--- src/rtl/ilv_pkg.sv ---
package ilv_pkg;
  localparam int unsigned DEF_ADDR_W  = 32;
  localparam int unsigned DEF_LEN_W   = 16;
  localparam int unsigned DEF_ENTRIES = 8;
  localparam int unsigned DEF_FRM_W   = 16;

  typedef enum logic {
    ST_IDLE = 1'b0,
    ST_RUN  = 1'b1
  } ilv_state_e;
endpackage

--- src/rtl/ilv_table.sv ---
module ilv_table #(
  parameter int unsigned ENTRIES = 8,
  parameter int unsigned LEN_W   = 16,
  localparam int unsigned IDX_W  = $clog2(ENTRIES),
  localparam int unsigned CNT_W  = $clog2(ENTRIES + 1)
) (
  input  logic             clk,
  input  logic             rst_n,
  input  logic             wr_en,
  input  logic [IDX_W-1:0] wr_idx,
  input  logic [LEN_W-1:0] wr_size,
  input  logic [LEN_W-1:0] wr_gap,
  input  logic [IDX_W-1:0] rd_idx,
  input  logic [CNT_W-1:0] lim,
  output logic [LEN_W-1:0] rd_size,
  output logic [LEN_W-1:0] rd_gap,
  output logic [IDX_W-1:0] last_nz,
  output logic             any_nz
);
  logic [LEN_W-1:0] size_q [ENTRIES];
  logic [LEN_W-1:0] gap_q  [ENTRIES];

  always_ff @(posedge clk or negedge rst_n) begin
    if (!rst_n) begin
      for (int e = 0; e < ENTRIES; e++) begin
        size_q[e] <= '0;
        gap_q[e]  <= '0;
      end
    end else if (wr_en) begin
      for (int e = 0; e < ENTRIES; e++) begin
        if (wr_idx == IDX_W'(e)) begin
          size_q[e] <= wr_size;
          gap_q[e]  <= wr_gap;
        end
      end
    end
  end

  assign rd_size = size_q[rd_idx];
  assign rd_gap  = gap_q[rd_idx];

  // highest used entry holding a non-zero size
  always_comb begin
    any_nz  = 1'b0;
    last_nz = '0;
    for (int e = 0; e < ENTRIES; e++) begin
      if ((CNT_W'(e) < lim) && (size_q[e] != '0)) begin
        any_nz  = 1'b1;
        last_nz = IDX_W'(e);
      end
    end
  end
endmodule

--- src/rtl/ilv_side_addr.sv ---
module ilv_side_addr #(
  parameter int unsigned ADDR_W = 32,
  parameter int unsigned LEN_W  = 16
) (
  input  logic              clk,
  input  logic              rst_n,
  input  logic              load,
  input  logic [ADDR_W-1:0] start_addr,
  input  logic              inc_in,
  input  logic              scat_in,
  input  logic              step_byte,
  input  logic              step_gap,
  input  logic [LEN_W-1:0]  gap,
  output logic [ADDR_W-1:0] addr
);
  logic [ADDR_W-1:0] addr_q, addr_d;
  logic              inc_q, inc_d, scat_q, scat_d;

  always_comb begin
    addr_d = addr_q;
    inc_d  = inc_q;
    scat_d = scat_q;
    if (load) begin
      addr_d = start_addr;
      inc_d  = inc_in;
      scat_d = scat_in;
    end else begin
      if (step_byte && inc_q)
        addr_d = addr_d + ADDR_W'(1);
      if (step_gap && inc_q && scat_q)
        addr_d = addr_d + ADDR_W'(gap);
    end
  end

  always_ff @(posedge clk or negedge rst_n) begin
    if (!rst_n) begin
      addr_q <= '0;
      inc_q  <= 1'b0;
      scat_q <= 1'b0;
    end else begin
      addr_q <= addr_d;
      inc_q  <= inc_d;
      scat_q <= scat_d;
    end
  end

  assign addr = addr_q;

  AST_FIXED_SIDE_HOLDS: assert property (@(posedge clk) disable iff (!rst_n)
    (!load && !inc_q) |=> $stable(addr_q));
  AST_CONTIG_IGNORES_GAP: assert property (@(posedge clk) disable iff (!rst_n)
    (!load && inc_q && !scat_q && !step_byte) |=> $stable(addr_q));
endmodule

--- src/rtl/ilv_addr_gen.sv ---
module ilv_addr_gen
  import ilv_pkg::*;
#(
  parameter int unsigned ADDR_W  = DEF_ADDR_W,
  parameter int unsigned LEN_W   = DEF_LEN_W,
  parameter int unsigned ENTRIES = DEF_ENTRIES,
  parameter int unsigned FRM_W   = DEF_FRM_W,
  localparam int unsigned IDX_W  = $clog2(ENTRIES),
  localparam int unsigned CNT_W  = $clog2(ENTRIES + 1)
) (
  input  logic              clk,
  input  logic              rst_n,
  input  logic              tbl_we,
  input  logic [IDX_W-1:0]  tbl_idx,
  input  logic [LEN_W-1:0]  tbl_size,
  input  logic [LEN_W-1:0]  tbl_gap,
  input  logic [ADDR_W-1:0] src_base,
  input  logic [ADDR_W-1:0] dst_base,
  input  logic              src_inc,
  input  logic              src_scat,
  input  logic              dst_inc,
  input  logic              dst_scat,
  input  logic [FRM_W-1:0]  num_frames,
  input  logic [CNT_W-1:0]  chunks_per_frame,
  input  logic              start,
  input  logic              abort,
  output logic              busy,
  output logic              beat_valid,
  input  logic              beat_ready,
  output logic [ADDR_W-1:0] beat_src,
  output logic [ADDR_W-1:0] beat_dst,
  output logic              beat_chunk_end,
  output logic              beat_xfer_end,
  output logic              done
);
  ilv_state_e       state_q, state_d;
  logic [IDX_W-1:0] idx_q, idx_d;
  logic [LEN_W-1:0] cnt_q, cnt_d;
  logic [FRM_W-1:0] frm_q, frm_d, numf_q, numf_d;
  logic [CNT_W-1:0] flen_q, flen_d, flen_in, lim;
  logic             done_q, done_d;

  logic [LEN_W-1:0] cur_size, cur_gap;
  logic [IDX_W-1:0] last_nz;
  logic             any_nz, run, hs, chunk_end, last_frame, xfer_end;
  logic             wrap, adv, finish, launch, empty_req;

  assign flen_in = (chunks_per_frame > CNT_W'(ENTRIES)) ? CNT_W'(ENTRIES) : chunks_per_frame;
  assign run     = (state_q == ST_RUN);
  assign lim     = run ? flen_q : flen_in;

  ilv_table #(.ENTRIES(ENTRIES), .LEN_W(LEN_W)) u_table (
    .clk(clk), .rst_n(rst_n),
    .wr_en(tbl_we && !run), .wr_idx(tbl_idx), .wr_size(tbl_size), .wr_gap(tbl_gap),
    .rd_idx(idx_q), .lim(lim),
    .rd_size(cur_size), .rd_gap(cur_gap), .last_nz(last_nz), .any_nz(any_nz)
  );

  assign beat_valid = run && (cur_size != '0);
  assign hs         = beat_valid && beat_ready;
  assign chunk_end  = (cnt_q == cur_size - LEN_W'(1));
  assign last_frame = (frm_q == numf_q - FRM_W'(1));
  assign xfer_end   = chunk_end && last_frame && (idx_q == last_nz);
  assign wrap       = (CNT_W'(idx_q) == flen_q - CNT_W'(1));
  assign adv        = run && ((hs && chunk_end) || (cur_size == '0));
  assign finish     = hs && xfer_end;
  assign launch     = !run && start && !abort;
  assign empty_req  = (num_frames == '0) || (flen_in == '0) || !any_nz;

  always_comb begin
    state_d = state_q;
    idx_d   = idx_q;
    cnt_d   = cnt_q;
    frm_d   = frm_q;
    numf_d  = numf_q;
    flen_d  = flen_q;
    done_d  = 1'b0;
    if (abort) begin
      state_d = ST_IDLE;
    end else if (launch) begin
      numf_d = num_frames;
      flen_d = flen_in;
      idx_d  = '0;
      cnt_d  = '0;
      frm_d  = '0;
      if (empty_req) done_d  = 1'b1;
      else           state_d = ST_RUN;
    end else if (run) begin
      if (hs && !chunk_end) cnt_d = cnt_q + LEN_W'(1);
      if (adv) begin
        cnt_d = '0;
        if (wrap) begin
          idx_d = '0;
          frm_d = frm_q + FRM_W'(1);
        end else begin
          idx_d = idx_q + IDX_W'(1);
        end
      end
      if (finish) begin
        state_d = ST_IDLE;
        done_d  = 1'b1;
      end
    end
  end

  always_ff @(posedge clk or negedge rst_n) begin
    if (!rst_n) begin
      state_q <= ST_IDLE;
      idx_q   <= '0;
      cnt_q   <= '0;
      frm_q   <= '0;
      numf_q  <= '0;
      flen_q  <= '0;
      done_q  <= 1'b0;
    end else begin
      state_q <= state_d;
      idx_q   <= idx_d;
      cnt_q   <= cnt_d;
      frm_q   <= frm_d;
      numf_q  <= numf_d;
      flen_q  <= flen_d;
      done_q  <= done_d;
    end
  end

  ilv_side_addr #(.ADDR_W(ADDR_W), .LEN_W(LEN_W)) u_src (
    .clk(clk), .rst_n(rst_n), .load(launch), .start_addr(src_base),
    .inc_in(src_inc), .scat_in(src_scat), .step_byte(hs && !abort),
    .step_gap(adv && !abort), .gap(cur_gap), .addr(beat_src)
  );

  ilv_side_addr #(.ADDR_W(ADDR_W), .LEN_W(LEN_W)) u_dst (
    .clk(clk), .rst_n(rst_n), .load(launch), .start_addr(dst_base),
    .inc_in(dst_inc), .scat_in(dst_scat), .step_byte(hs && !abort),
    .step_gap(adv && !abort), .gap(cur_gap), .addr(beat_dst)
  );

  assign beat_chunk_end = beat_valid && chunk_end;
  assign beat_xfer_end  = beat_valid && xfer_end;
  assign busy           = run;
  assign done           = done_q;

  AST_END_IMPLIES_CHUNK_END: assert property (@(posedge clk) disable iff (!rst_n)
    beat_xfer_end |-> beat_chunk_end);
  AST_EMPTY_DONE: assert property (@(posedge clk) disable iff (!rst_n)
    (start && !busy && !abort && num_frames == '0) |=> (done && !busy && !beat_valid));
  AST_STALL_HOLDS: assert property (@(posedge clk) disable iff (!rst_n)
    (beat_valid && !beat_ready && !abort) |=>
      (beat_valid && $stable(beat_src) && $stable(beat_dst) && $stable(beat_chunk_end)));
  AST_DONE_AFTER_LAST: assert property (@(posedge clk) disable iff (!rst_n)
    (beat_valid && beat_ready && beat_xfer_end && !abort) |=> (done && !busy));
  AST_BUSY_PERSISTS: assert property (@(posedge clk) disable iff (!rst_n)
    (busy && !abort && !(beat_valid && beat_ready && beat_xfer_end)) |=> (busy && !done));
  AST_ABORT_QUIET: assert property (@(posedge clk) disable iff (!rst_n)
    abort |=> (!busy && !beat_valid && !done));
endmodule

--- config.mk ---
export PLATFORM = sky130hd
export DESIGN_NAME = ilv_addr_gen
export DESIGN_NICKNAME = d
export VERILOG_FILES = /design/src/rtl/ilv_pkg.sv /design/src/rtl/ilv_table.sv /design/src/rtl/ilv_side_addr.sv /design/src/rtl/ilv_addr_gen.sv
export SDC_FILE = /design/constraint.sdc
export NUM_CORES = 1
export LEC_CHECK = 0
export CAP_MARGIN = 20
export CORE_ASPECT_RATIO = 0.7
export CORE_MARGIN = 2
export CORE_UTILIZATION = 35
export CTS_CLUSTER_DIAMETER = 60
export CTS_CLUSTER_SIZE = 25
export DETAILED_ROUTE_END_ITERATION = 16
export DONT_BUFFER_PORTS = 1
export PLACE_DENSITY = 0.52
export SYNTH_ARGS = -nofsm -noshare
export SYNTH_HDL_FRONTEND = slang
export SYNTH_SLANG_ARGS = --single-unit
--- constraint.sdc ---
create_clock -name clk -period 7.86 [get_ports clk]
set_input_delay 0.393 -clock clk [delete_from_list [all_inputs] [get_ports clk]]
set_output_delay 0.393 -clock clk [all_outputs]
set_load 0.05 [all_outputs]
==> impl.org <==
** Place
- Port Buf Inserts :: 0
- After detailed placement, the design holds a cell count of 2878.
- After legalization and detailed placement, the total HPWL measured 48600 microns.
- Prior to clock tree synthesis, the placed netlist has a worst setup slack of 914 ps.
- Global placement routability congestion :: 0.865

** Logic synthesis
- Share of the synthesized area in the top cell type :: 42.8%
- Flip-flop and latch count after synthesis :: 381
- Number of nets produced by synthesis :: 2294
- Number of synthesized flops with an enable pin :: 0
- Each instance of the synthesized netlist takes up on average 10.5 sq um.
- Sequential element share of the synthesized area :: 42.8%
- Top post-synthesis cells by area :: dfrtp_1 (43%), mux2_2 (13%), mux4_2 (5.7%)
- The most used flip-flop cell after synthesis is dfrtp_1.
- Top cells by instance count after synthesis :: dfrtp_1 (381), mux2_2 (262), nand2_1 (256)
- Gate Count Post-Synth :: 2122
- For this run, asynchronously set or reset flops after synthesis account for 100%.
- The cell area that synthesis handed to floorplanning was 22300 sq um.
- The Yosys step of the flow raised 0 warnings.
- Counting distinct cell types in the post-synthesis netlist gives 86.
- Most common cell in the synthesized netlist :: dfrtp_1
- Summed over all instances, the cell type with the most area after synthesis is dfrtp_1.

** Cells and area
- Sequential cell area :: 9540 sq um
- Cells fill 40.3% of the core in the end.
- The layout has 6069 filler cells.
- The multi-input combinational cells in the finished layout cover a total of 12300 sq um.
- Fraction of final layout cells with drive strength greater than 1 :: 19.3%
- Layout-stage area growth over the synthesis result :: 14.1%
- Number of nets at the end of the flow :: 2376
- Post-Layout Cell Count :: 3061

** Power
- IR analysis of the VDD net gives a maximum drop of 161 uV.
- For this design the total switching power over the nets is 2.42 mW.
- Of the total power, registers draw 46.9%.
- Internal power summed over all cells :: 4.02 mW
- Cell area power density :: 253 nW/um^2
- Of the total power, the clock network draws 25.8%.
- Fraction of power spent switching nets :: 37.5%
- The share of total power dissipated in combinational logic is 27.4%.
- Leakage component of the power :: 9.92 nW
- Overall power consumption after layout is estimated at 6.43 mW.

** GRT
- The number of global-route vias before repair is 17116.
- Maximum number of pins on one net before global-route repair :: 382
- Gr ovfl total :: 0
- Across every metal layer, demand over resource in global routing totals 20.8%.
- The initial antenna violation count came to 9.
- Global-route wire length before repair :: 107000 microns

** Route
- Count of routing violations after the opening detailed-route iteration :: 1558
- Dividing the detail-routed wire length by the instance count gives 22.5 microns.
- After detailed routing, the total wire length is 68800 microns.
- Detail-routed via count per cell :: 5.64
- Number of iterations in the first detailed-routing pass :: 7
- The detail route stage leaves a number of antenna-violating nets equal to 0.
- Number of DRC violations after detailed routing :: 0
- Number of vias after detailed routing :: 17276

** Clock tree
- Total number of H-tree levels :: 1
- Number of post-CTS setup repair buffers :: 0
- CTS Hold Buffers Added :: 120
- CTS tree :: done
- Root Driver :: clkbuf_16
- Max clock buf depth :: 3
- Count of cells resized by post-cts repair :: 0
- Cts bufs inserted :: 31
- Clock insertion delay at the later pin of the skew report :: 630 ps
- Clock transition at the registers of the reported paths :: 70 ps
- Clock tree synthesis found a total of 381 sinks.

** Setup path
- Data required time of the critical path :: 8290 ps
- Launching element of the worst setup path :: idx_q[2]
- In this run the worst setup path terminates at u_dst.addr[18].
- Number of cells traversed by the worst register-to-register path :: 22
- The worst setup path is captured at a flop.
- Arrival time of data at the critical path endpoint :: 7540 ps
- Reg2reg setup slack :: 750 ps
- Worst setup path category :: flop to flop
- The worst register-to-register path begins at idx_q[2].
- Critical register-to-register path endpoint :: u_dst.addr[18]
- The worst setup path is launched from a flop.
- In this run the worst path has a maximum fanout of 73.

** Timing
- Derived from the worst setup path, the maximum achievable clock frequency is 141 MHz.
- Tmin final :: 7110 ps
- Worst-margin pin slew :: 1560 ps
- Worst-case clock skew :: 43.0 ps
- Summed over all failing endpoints, the final setup total negative slack is 0 ps.
- Headroom to the max-slew limit came out at -4.14%.
- After layout, the worst setup slack is 751 ps.
- The final number of max-transition violations is 73.
- Final-report setup violation count :: 0
- The number of failing hold endpoints at the final stage came to 381.
- Fin crit share :: 90.4%
- Setup repair after global routing missed its margin :: false
- Final hold analysis gives a worst-case slack of -500 ps.

** Min path
- In this run the worst hold path is classified as input port to asynchronous set/reset pin.

** Run status
- Violated checks :: negative hold slack, max-slew violations
- Status :: complete, but fails checks

** Floorplan
- Die Y :: 215 microns
- Starting density of the core :: 35.4%
- For this design the top-level I/O count stands at 198.
- After floorplanning, the core was sized to cover 63000 sq um.
- Die width :: 306 microns
- Number of placement rows :: 77
- The die covers 65700 sq um.

** Run
- Max-cap violations in this run came to 0.
==> power groups by stage <==
stage | sequential, mW | combinational (mW) | clock [mW]
after floorplan | 2.87 | 1.34 | 0
after global placement | 3.03 | 1.63 | 0
after detailed placement | 3.05 | 1.67 | 0
after CTS | 3.01 | 1.75 | 1.71
after global routing | 3.07 | 1.94 | 1.79
final | 3.02 | 1.76 | 1.66
==> cell type report <==
type,instances,share of cell area (%)
antenna,3,0.0295
multi-input combinational,1613,48.3
clock buffer,35,3.15
tap,829,4.08
clock inverter,23,1.01
sequential,381,37.5
inverter,35,0.517
timing repair buffer,142,5.38
==> worst min-delay path by stage <==
stage,from,end,slack (ps),cells after the start
floorplan,rst_n,busy,100,0
global placement,rst_n,frm_q[8],120,0
detailed placement,rst_n,numf_q[7],120,0
CTS,rst_n,u_src.addr[6],-540,0
global route,rst_n,numf_q[8],-530,0
finish,rst_n,numf_q[7],-500,0
==> logic make-up after synthesis <==
group	synth area share, %
and+or+nand+nor	16.2
DFF	42.8
muxes	21.2
AOI/OAI and AO/OA	8.77
xor gates and xnor gates	6.17
buffers and inverters	2.35
adders and majority gates	2.48
==> flip-flops by register name, indices dropped and copies added, names as in the netlist, 3 cells and up <==
name / cells
flen_q: 4
cnt_q: 16
u_table.size_q: 128
numf_q: 16
u_table.gap_q: 128
u_dst.addr: 32
u_src.addr: 32
idx_q: 3
frm_q: 16
==> metal layers <==
metal  global-route usage, %  wire length (microns)
met4                    3.30                   1060
met3                    3.93                   4830
met5                       0                     60
met1                    32.4                  34100
met2                    30.1                  28800
==> metrics by stage <==
step           hold WS (ps)  instance area, sq um
6_report               -500                 25400
5_1_grt                -534                 25400
3_3_place_gp            124                 23100
2_1_floorplan          97.4                 22300
4_1_cts                -545                 25400
3_5_place_dp            123                 23100
==> critical path, cell delays in order, from the launching register on <==
cell and delay [ps]:
dfrtp_4 1050, buf_4 420, mux4_2 330, mux2i_1 530
nand4bb_1 450, o211ai_2 270, buf_4 250, xnor2_1 190
ha_1 260, inv_1 70, fa_1 410, nor2b_1 140
o21a_1 140, o21ai_0 130, a2111o_1 440, nand3_1 140
a31oi_1 130, o21ai_0 430, nand4_1 150, a21o_1 280
o32a_1 380, o2111ai_1 110, o311ai_1 140
==> placed cells by master, fill, tap and decap left out, types with 54 or more instances in the layout <==
master / instances
a21oi_1: 91
dfrtp_1: 378
dlygate4sd3_1: 120
mux2_2: 262
mux4_2: 56
nand2_1: 255
nand3_1: 77
nor2_1: 143
o21ai_0: 71
xnor2_1: 103
xor2_1: 54
Power figures use the tool's default switching activity.
